## src/rtl/nand_bridge_pkg.sv

```systemverilog
package nand_bridge_pkg;
  localparam int CNT_W    = 4;
  localparam int MULT_W   = 2;
  localparam int REG_W    = 32;
  localparam int BYTE_W   = 8;
  localparam int ADDR_W   = 8;
  localparam int WIN_BIT  = 7;
  localparam int PIN_LO   = 2;
  localparam int PIN_HI   = 6;
  localparam int ST_RB    = 0;
  localparam int ST_DONE  = 3;

  typedef enum logic [1:0] {PH_IDLE, PH_STROBE, PH_HOLD, PH_RECOV} phase_e;
  typedef enum logic [1:0] {SEL_CTRL, SEL_STAT, SEL_TIM, SEL_DATA} reg_sel_e;

  typedef struct packed {
    logic [MULT_W-1:0] mult;
    logic [CNT_W-1:0]  recov;
    logic [CNT_W-1:0]  hold;
    logic [CNT_W-1:0]  wr_wait;
    logic [CNT_W-1:0]  rd_wait;
  } timing_t;

  typedef struct packed {
    logic ce;
    logic pre_pol;
    logic wp_pol;
    logic se_pol;
    logic cs_pol;
    logic cs_mux;
    logic mode;
  } ctrl_t;

  // access pin bits, in address order bit2..bit6
  typedef struct packed {
    logic wp;
    logic se;
    logic cs;
    logic cle;
    logic ale;
  } acc_t;

  localparam timing_t TIM_RST = '{mult: 2'd3, recov: 4'd1, hold: 4'd1, wr_wait: 4'd2, rd_wait: 4'd2};

  function automatic ctrl_t word_to_ctrl(logic [REG_W-1:0] w);
    ctrl_t c;
    c.ce      = w[20];
    c.pre_pol = w[7];
    c.wp_pol  = w[6];
    c.se_pol  = w[5];
    c.cs_pol  = w[4];
    c.cs_mux  = w[1];
    c.mode    = w[0];
    return c;
  endfunction

  function automatic logic [REG_W-1:0] ctrl_to_word(ctrl_t c);
    logic [REG_W-1:0] w;
    w     = '0;
    w[20] = c.ce;
    w[7]  = c.pre_pol;
    w[6]  = c.wp_pol;
    w[5]  = c.se_pol;
    w[4]  = c.cs_pol;
    w[1]  = c.cs_mux;
    w[0]  = c.mode;
    return w;
  endfunction
endpackage

```

## src/rtl/nand_strobe_seq.sv

```systemverilog
module nand_strobe_seq
  import nand_bridge_pkg::*;
(
  input  logic    clk_i,
  input  logic    rst_ni,
  input  logic    start_i,
  input  logic    rd_i,
  input  timing_t tim_i,
  output logic    we_n_o,
  output logic    re_n_o,
  output logic    oe_o,
  output logic    capture_o,
  output logic    busy_o,
  output logic    complete_o
);
  phase_e            phase_q, nxt_phase;
  logic [CNT_W-1:0]  units_q, nxt_units;
  logic [MULT_W-1:0] pre_q;
  logic              rd_q, done_q, tick;

  assign tick = (pre_q == '0);

  always_comb begin
    nxt_phase = PH_IDLE;
    nxt_units = '0;
    unique case (phase_q)
      PH_STROBE: begin
        if (tim_i.hold != '0) begin
          nxt_phase = PH_HOLD;
          nxt_units = tim_i.hold - 1'b1;
        end else if (tim_i.recov != '0) begin
          nxt_phase = PH_RECOV;
          nxt_units = tim_i.recov - 1'b1;
        end
      end
      PH_HOLD: begin
        if (tim_i.recov != '0) begin
          nxt_phase = PH_RECOV;
          nxt_units = tim_i.recov - 1'b1;
        end
      end
      default: ;
    endcase
  end

  always_ff @(posedge clk_i or negedge rst_ni) begin
    if (!rst_ni) begin
      phase_q <= PH_IDLE;
      units_q <= '0;
      pre_q   <= '0;
      rd_q    <= 1'b0;
      done_q  <= 1'b1;
    end else if (phase_q == PH_IDLE) begin
      if (start_i) begin
        phase_q <= PH_STROBE;
        units_q <= rd_i ? tim_i.rd_wait : tim_i.wr_wait;
        pre_q   <= tim_i.mult;
        rd_q    <= rd_i;
        done_q  <= 1'b0;
      end
    end else if (!tick) begin
      pre_q <= pre_q - 1'b1;
    end else begin
      pre_q <= tim_i.mult;
      if (units_q != '0) begin
        units_q <= units_q - 1'b1;
      end else begin
        phase_q <= nxt_phase;
        units_q <= nxt_units;
        if (nxt_phase == PH_IDLE) done_q <= 1'b1;
      end
    end
  end

  assign we_n_o     = !(phase_q == PH_STROBE && !rd_q);
  assign re_n_o     = !(phase_q == PH_STROBE && rd_q);
  assign oe_o       = !rd_q && (phase_q == PH_STROBE || phase_q == PH_HOLD);
  assign capture_o  = (phase_q == PH_STROBE) && rd_q && tick && (units_q == '0);
  assign busy_o     = (phase_q != PH_IDLE);
  assign complete_o = done_q;

  AST_START_CLEARS_DONE: assert property (@(posedge clk_i) disable iff (!rst_ni)
    start_i && !busy_o |=> !complete_o);
  AST_DONE_AFTER_BUSY: assert property (@(posedge clk_i) disable iff (!rst_ni)
    $rose(complete_o) |-> $past(busy_o));
  AST_CAPTURE_LAST: assert property (@(posedge clk_i) disable iff (!rst_ni)
    capture_o |=> re_n_o);
endmodule

```

## src/rtl/nand_pin_drive.sv

```systemverilog
module nand_pin_drive
  import nand_bridge_pkg::*;
(
  input  logic  clk_i,
  input  logic  rst_ni,
  input  logic  busy_i,
  input  acc_t  acc_i,
  input  ctrl_t ctrl_i,
  output logic  cle_o,
  output logic  ale_o,
  output logic  cs_o,
  output logic  spare_o,
  output logic  wp_o
);
  logic cs_act;

  assign cs_act  = busy_i && acc_i.cs && ctrl_i.ce && ctrl_i.mode;
  assign cle_o   = busy_i && acc_i.cle;
  assign ale_o   = busy_i && acc_i.ale;
  assign cs_o    = cs_act ^ ctrl_i.cs_pol;
  assign spare_o = (busy_i && acc_i.se) ^ ctrl_i.se_pol;
  assign wp_o    = (busy_i && acc_i.wp) ^ ctrl_i.wp_pol;

  AST_IDLE_NO_LATCH: assert property (@(posedge clk_i) disable iff (!rst_ni)
    !busy_i |-> !cle_o && !ale_o);
  AST_MODE_OFF_CS: assert property (@(posedge clk_i) disable iff (!rst_ni)
    !ctrl_i.mode |-> cs_o == ctrl_i.cs_pol);
endmodule

```

## src/rtl/nand_reg_file.sv

```systemverilog
module nand_reg_file
  import nand_bridge_pkg::*;
(
  input  logic              clk_i,
  input  logic              rst_ni,
  input  logic              req_i,
  input  logic              we_i,
  input  logic              reg_win_i,
  input  reg_sel_e          sel_i,
  input  logic [REG_W-1:0]  wdata_i,
  input  logic              rb_i,
  input  logic              complete_i,
  input  logic              cap_i,
  input  logic [BYTE_W-1:0] cap_data_i,
  input  logic              zero_data_i,
  output ctrl_t             ctrl_o,
  output timing_t           tim_o,
  output logic [REG_W-1:0]  rdata_o
);
  localparam int TIM_W = $bits(timing_t);

  ctrl_t             ctrl_q;
  timing_t           tim_q;
  logic [BYTE_W-1:0] data_q;
  logic [REG_W-1:0]  rdata_q, rd_mux;

  always_comb begin
    rd_mux = '0;
    unique case (sel_i)
      SEL_CTRL: rd_mux = ctrl_to_word(ctrl_q);
      SEL_STAT: begin
        rd_mux[ST_RB]   = rb_i;
        rd_mux[ST_DONE] = complete_i;
      end
      SEL_TIM:  rd_mux[TIM_W-1:0]  = tim_q;
      SEL_DATA: rd_mux[BYTE_W-1:0] = data_q;
      default: ;
    endcase
  end

  always_ff @(posedge clk_i or negedge rst_ni) begin
    if (!rst_ni) begin
      ctrl_q  <= '0;
      tim_q   <= TIM_RST;
      data_q  <= '0;
      rdata_q <= '0;
    end else begin
      if (req_i && we_i && reg_win_i) begin
        if (sel_i == SEL_CTRL) ctrl_q <= word_to_ctrl(wdata_i);
        if (sel_i == SEL_TIM)  tim_q  <= timing_t'(wdata_i[TIM_W-1:0]);
      end
      if (cap_i)            data_q <= cap_data_i;
      else if (zero_data_i) data_q <= '0;
      if (req_i && !we_i) rdata_q <= reg_win_i ? rd_mux : '0;
    end
  end

  assign ctrl_o  = ctrl_q;
  assign tim_o   = tim_q;
  assign rdata_o = rdata_q;

  AST_FLASH_READ_ZERO: assert property (@(posedge clk_i) disable iff (!rst_ni)
    req_i && !we_i && !reg_win_i |=> rdata_o == '0);
endmodule

```

## src/rtl/nand_pin_bridge.sv

```systemverilog
module nand_pin_bridge
  import nand_bridge_pkg::*;
(
  input  logic              clk_i,
  input  logic              rst_ni,
  input  logic              bus_req_i,
  input  logic              bus_we_i,
  input  logic [ADDR_W-1:0] bus_addr_i,
  input  logic [REG_W-1:0]  bus_wdata_i,
  output logic [REG_W-1:0]  bus_rdata_o,
  input  logic [BYTE_W-1:0] nand_dq_i,
  output logic [BYTE_W-1:0] nand_dq_o,
  output logic              nand_dq_oe_o,
  input  logic              nand_rb_i,
  output logic              nand_cle_o,
  output logic              nand_ale_o,
  output logic              nand_cs_o,
  output logic              nand_spare_o,
  output logic              nand_wp_o,
  output logic              nand_we_n_o,
  output logic              nand_re_n_o
);
  ctrl_t             ctrl;
  timing_t           tim;
  acc_t              acc_q;
  logic [BYTE_W-1:0] wbyte_q;
  logic              reg_win, flash_req, start, bypass_rd;
  logic              busy, complete, capture, oe;

  assign reg_win   = bus_addr_i[WIN_BIT];
  assign flash_req = bus_req_i && !reg_win;
  assign start     = flash_req && ctrl.mode && !busy;
  assign bypass_rd = flash_req && !ctrl.mode && !busy && !bus_we_i;

  always_ff @(posedge clk_i or negedge rst_ni) begin
    if (!rst_ni) begin
      acc_q   <= '0;
      wbyte_q <= '0;
    end else if (start) begin
      acc_q   <= acc_t'(bus_addr_i[PIN_HI:PIN_LO]);
      wbyte_q <= bus_wdata_i[BYTE_W-1:0];
    end
  end

  nand_reg_file u_regs (
    .clk_i       (clk_i),
    .rst_ni      (rst_ni),
    .req_i       (bus_req_i),
    .we_i        (bus_we_i),
    .reg_win_i   (reg_win),
    .sel_i       (reg_sel_e'(bus_addr_i[3:2])),
    .wdata_i     (bus_wdata_i),
    .rb_i        (nand_rb_i),
    .complete_i  (complete),
    .cap_i       (capture),
    .cap_data_i  (nand_dq_i),
    .zero_data_i (bypass_rd),
    .ctrl_o      (ctrl),
    .tim_o       (tim),
    .rdata_o     (bus_rdata_o)
  );

  nand_strobe_seq u_seq (
    .clk_i      (clk_i),
    .rst_ni     (rst_ni),
    .start_i    (start),
    .rd_i       (!bus_we_i),
    .tim_i      (tim),
    .we_n_o     (nand_we_n_o),
    .re_n_o     (nand_re_n_o),
    .oe_o       (oe),
    .capture_o  (capture),
    .busy_o     (busy),
    .complete_o (complete)
  );

  nand_pin_drive u_pins (
    .clk_i   (clk_i),
    .rst_ni  (rst_ni),
    .busy_i  (busy),
    .acc_i   (acc_q),
    .ctrl_i  (ctrl),
    .cle_o   (nand_cle_o),
    .ale_o   (nand_ale_o),
    .cs_o    (nand_cs_o),
    .spare_o (nand_spare_o),
    .wp_o    (nand_wp_o)
  );

  assign nand_dq_oe_o = oe;
  assign nand_dq_o    = oe ? wbyte_q : '0;

  AST_BUSY_IGNORES_REQ: assert property (@(posedge clk_i) disable iff (!rst_ni)
    busy && flash_req |=> $stable(acc_q) && $stable(wbyte_q));
  AST_WE_DRIVES_DATA: assert property (@(posedge clk_i) disable iff (!rst_ni)
    !nand_we_n_o |-> nand_dq_oe_o);
  AST_ONE_STROBE: assert property (@(posedge clk_i) disable iff (!rst_ni)
    nand_we_n_o || nand_re_n_o);
endmodule

```

## config.mk

```make
export PLATFORM = sky130hd
export DESIGN_NAME = nand_pin_bridge
export DESIGN_NICKNAME = d
export VERILOG_FILES = /design/src/rtl/nand_bridge_pkg.sv /design/src/rtl/nand_strobe_seq.sv /design/src/rtl/nand_pin_drive.sv /design/src/rtl/nand_reg_file.sv /design/src/rtl/nand_pin_bridge.sv
export SDC_FILE = /design/constraint.sdc
export NUM_CORES = 1
export LEC_CHECK = 0
export BUFFER_PORTS_ARGS = -buffer_cell sky130_fd_sc_hd__buf_2
export CAP_MARGIN = 10
export CELL_PAD_IN_SITES_DETAIL_PLACEMENT = 1
export CELL_PAD_IN_SITES_GLOBAL_PLACEMENT = 2
export CORE_MARGIN = 2
export CORE_UTILIZATION = 33
export DETAILED_ROUTE_END_ITERATION = 10
export GPL_TIMING_DRIVEN = 1
export PLACE_DENSITY_LB_ADDON = 0.1
export SYNTH_ARGS = -nofsm -noshare
export SYNTH_HDL_FRONTEND = slang
export SYNTH_SLANG_ARGS = --single-unit
```

## constraint.sdc

```tcl
create_clock -name clk_i -period 2.4 [get_ports clk_i]
set_clock_uncertainty 0.15 [all_clocks]
set_input_delay 0.24 -clock clk_i [delete_from_list [all_inputs] [get_ports clk_i]]
set_output_delay 0.24 -clock clk_i [all_outputs]
set_load 0.05 [all_outputs]
```

==> results.toml <==
[run_status]
status = "completed"

[cts]
clk_pin_slew_ps = 60
cts_tree = "done"
cts-root-buf = "clkbuf_16"
cts_setup_buffers = 0
worstSkewPairLatency_ps = 330
clockBufferDepth = 2
htree_levels = 3
cts_buffers = 9
cts_sinks = 75

[floorplan]
fp.dieW_um = 111
ioPinCount = 101
die_h_um = 111
start_util_pct = 33.6
dieArea_um2 = 12400
coreArea_um2 = 11300
rows = 39

[yosys]
syn_area_per_cell_um2 = 11.3
ys.flop_type = "dfrtp_1"
yosysSeqAreaShare_pct = 49.6
ys_async_sr_fraction_pct = 100
synth_cell_types = 53
synth_top_area_share_pct = 44.8
synth.most_common_cell = "dfrtp_1"
yosysTopAreaCell = "dfrtp_1"
synthTopCellsByCount = "68 x dfrtp_1, 46 x mux2_2, 24 x nand2_1"
netlist_area_um2 = 3800
yosys-top-cells-area = "dfrtp_1 45%, mux2_2 14%, dfstp_2 4.8%"
ys_ff_latch = 75
synth_edf_count = 0
synth_cells = 335
synth_warnings = 0

[setup_path]
rr_startpoint = "u_regs.tim_o[9]"
worst-path-max-fanout = 7
critPathSlowestCell = "dfrtp_1"
r2r_slack_ps = 330
cp_slowest_stage_delay_ps = 400
required_ps = 2010
cp.arrival_ps = 1870
crit_start = "u_seq.phase_q[1]"
cp-end-kind = "output pin"
crit_path_start_kind = "flip-flop"
crit_chain = "inv_1 -> ha_2 -> nor2b_4 -> buf_4 -> and2_1 -> clkbuf_4"
crit_end = "nand_dq_o[3]"
r2r_cells = 7
path_class = "reg -> out"
regToRegEndpoint = "u_seq.units_q[1]"

[pwr]
finalPower_mw = 5.48
p_leak_nw = 2.34
peakVddDrop_v = 0.000578
power.density_nw_per_um2 = 1130

[sta]
min_period_ps = 2260
finalSetupViolCount = 0
fmax_mhz = 443
setup_tns_ps = 0
relSlewSlack_pct = 66.6
final-hold-violation-count = 0
fin_ws_ps = 143
maxSlewViolCount = 0
tightest_slew_ps = 500
fin_crit_sh_pct = 94.0
rsz0062_at_grt = "no"

[global_routing]
grt_pass1_vias = 2992
antenna_found_initial = 0
grt_max_degree = 42
grt_usage_pct = 16.6
grt_first_pass_wirelength_mm = 16.3
overflow = 0

[flow_run]
cap_viol_max_count = 0

[layout]
fin_util_pct = 42.9
drive_above_1_share_pct = 36.5
syn_to_final_growth_pct = 27.6
diodes = 0
fillers = 1258
fin_nets = 490

[detailed_routing]
viasPerCell = 4.90
wl_per_cell_um = 16.9
wirelength_mm = 9.80
firstDrtPassIters = 4
drc = 0
vias = 2835
drtAntennaViolNets = 0
drt_iter0_drc = 126

[worst_hold_path]
min_path_type = "in -> reg"
hp-start = "bus_addr_i[4]"

[placement]
place_ws_ps = 260
gp_congestion = 0.784
hpwlAfterDp_mm = 7.12
port-buffer-count = 72
-- power by group --
part           total, mW  internal (mW)  switching [mW]
Clock               1.45          0.939           0.506
Sequential          1.92           1.62           0.299
Combinational       2.11          0.833            1.28
-- layer usage --
layer	part of all wire [%]	track usage (%)
met1	47	22.1
met2	49	27.5
met3	3.4	3.72
met4	0.67	4.20
met5	0	0
-- cells in the final DEF (no fill, tap or decap), drive strengths merged, types with 7 or more instances in the layout --
master	instances
o21ai	16
a21oi	10
nor2b	7
nor3	7
conb	13
buf	75
clkbuf	18
nand2	24
a22oi	7
dfstp	7
a22o	18
dlygate4sd3	22
inv	15
dfrtp	68
nor2	10
mux2	46
and2	9
-- cell type report --
type                            count  area [um^2]  area share (%)
Inverter                           15         56.3            1.16
Clock inverter                      4         73.8            1.52
Sequential cell                    75         1890            38.9
Multi-Input combinational cell    227         1730            35.7
Clock buffer                       12          246            5.08
Tap cell                          143          179            3.69
Timing Repair Buffer              103          678            14.0
-- registers in the layout (all words and copies together), names as in the netlist --
signal and flops:
u_seq.units_q 4, acc_q 5, u_regs.tim_o 18, u_seq.rd_q 1, u_regs.ctrl_o 7, u_seq.phase_q 2
wbyte_q 8, u_regs.data_q 8, u_seq.pre_q 2, u_seq.complete_o 1, u_regs.rdata_o 19
-- worst max-delay path: cells and delay by family (launching register included) --
kind          cells  cell delay, ps
buf+inv           3             450
fa+ha+maj         1             380
flops             1             400
simple gates      2             300
-- worst min-delay path by stage --
stage	slack, ps	cells past startpoint	to
after floorplan	-210	0	acc_q[0]
after global placement	80	1	u_regs.tim_o[10]
after detailed placement	90	1	u_regs.tim_o[10]
after CTS	0.002	2	acc_q[2]
after global routing	9	2	acc_q[2]
final	10	2	acc_q[2]
-- logic make-up after synthesis --
logic type,count (synthesis),share of synthesized area (%)
compound gates,68,12.6
xor+xnor,4,0.922
fa+ha+maj,6,1.97
buf+inv,45,6.25
flops,75,49.6
mux,52,15.5
other cells,1,0.0987
simple gates,84,13.0
-- repair_timing --
item,in CTS,in global routing
pin swaps,0,0
endpoints found under the hold margin,51,0
hold buffers,22,0
gates resized for setup,1,8
endpoints found under the setup margin,9,8
-- stage by stage --
stage	area (um^2)	hold WS, ps	std cells
after floorplan	3850	-206	347
after CTS	4830	0.00183	579
after detailed placement	4290	88.2	541
final	4850	13.5	579
after global placement	4290	81.6	541
after global routing	4850	9.31	579
Note: power is estimated with default switching activity, not from simulation.
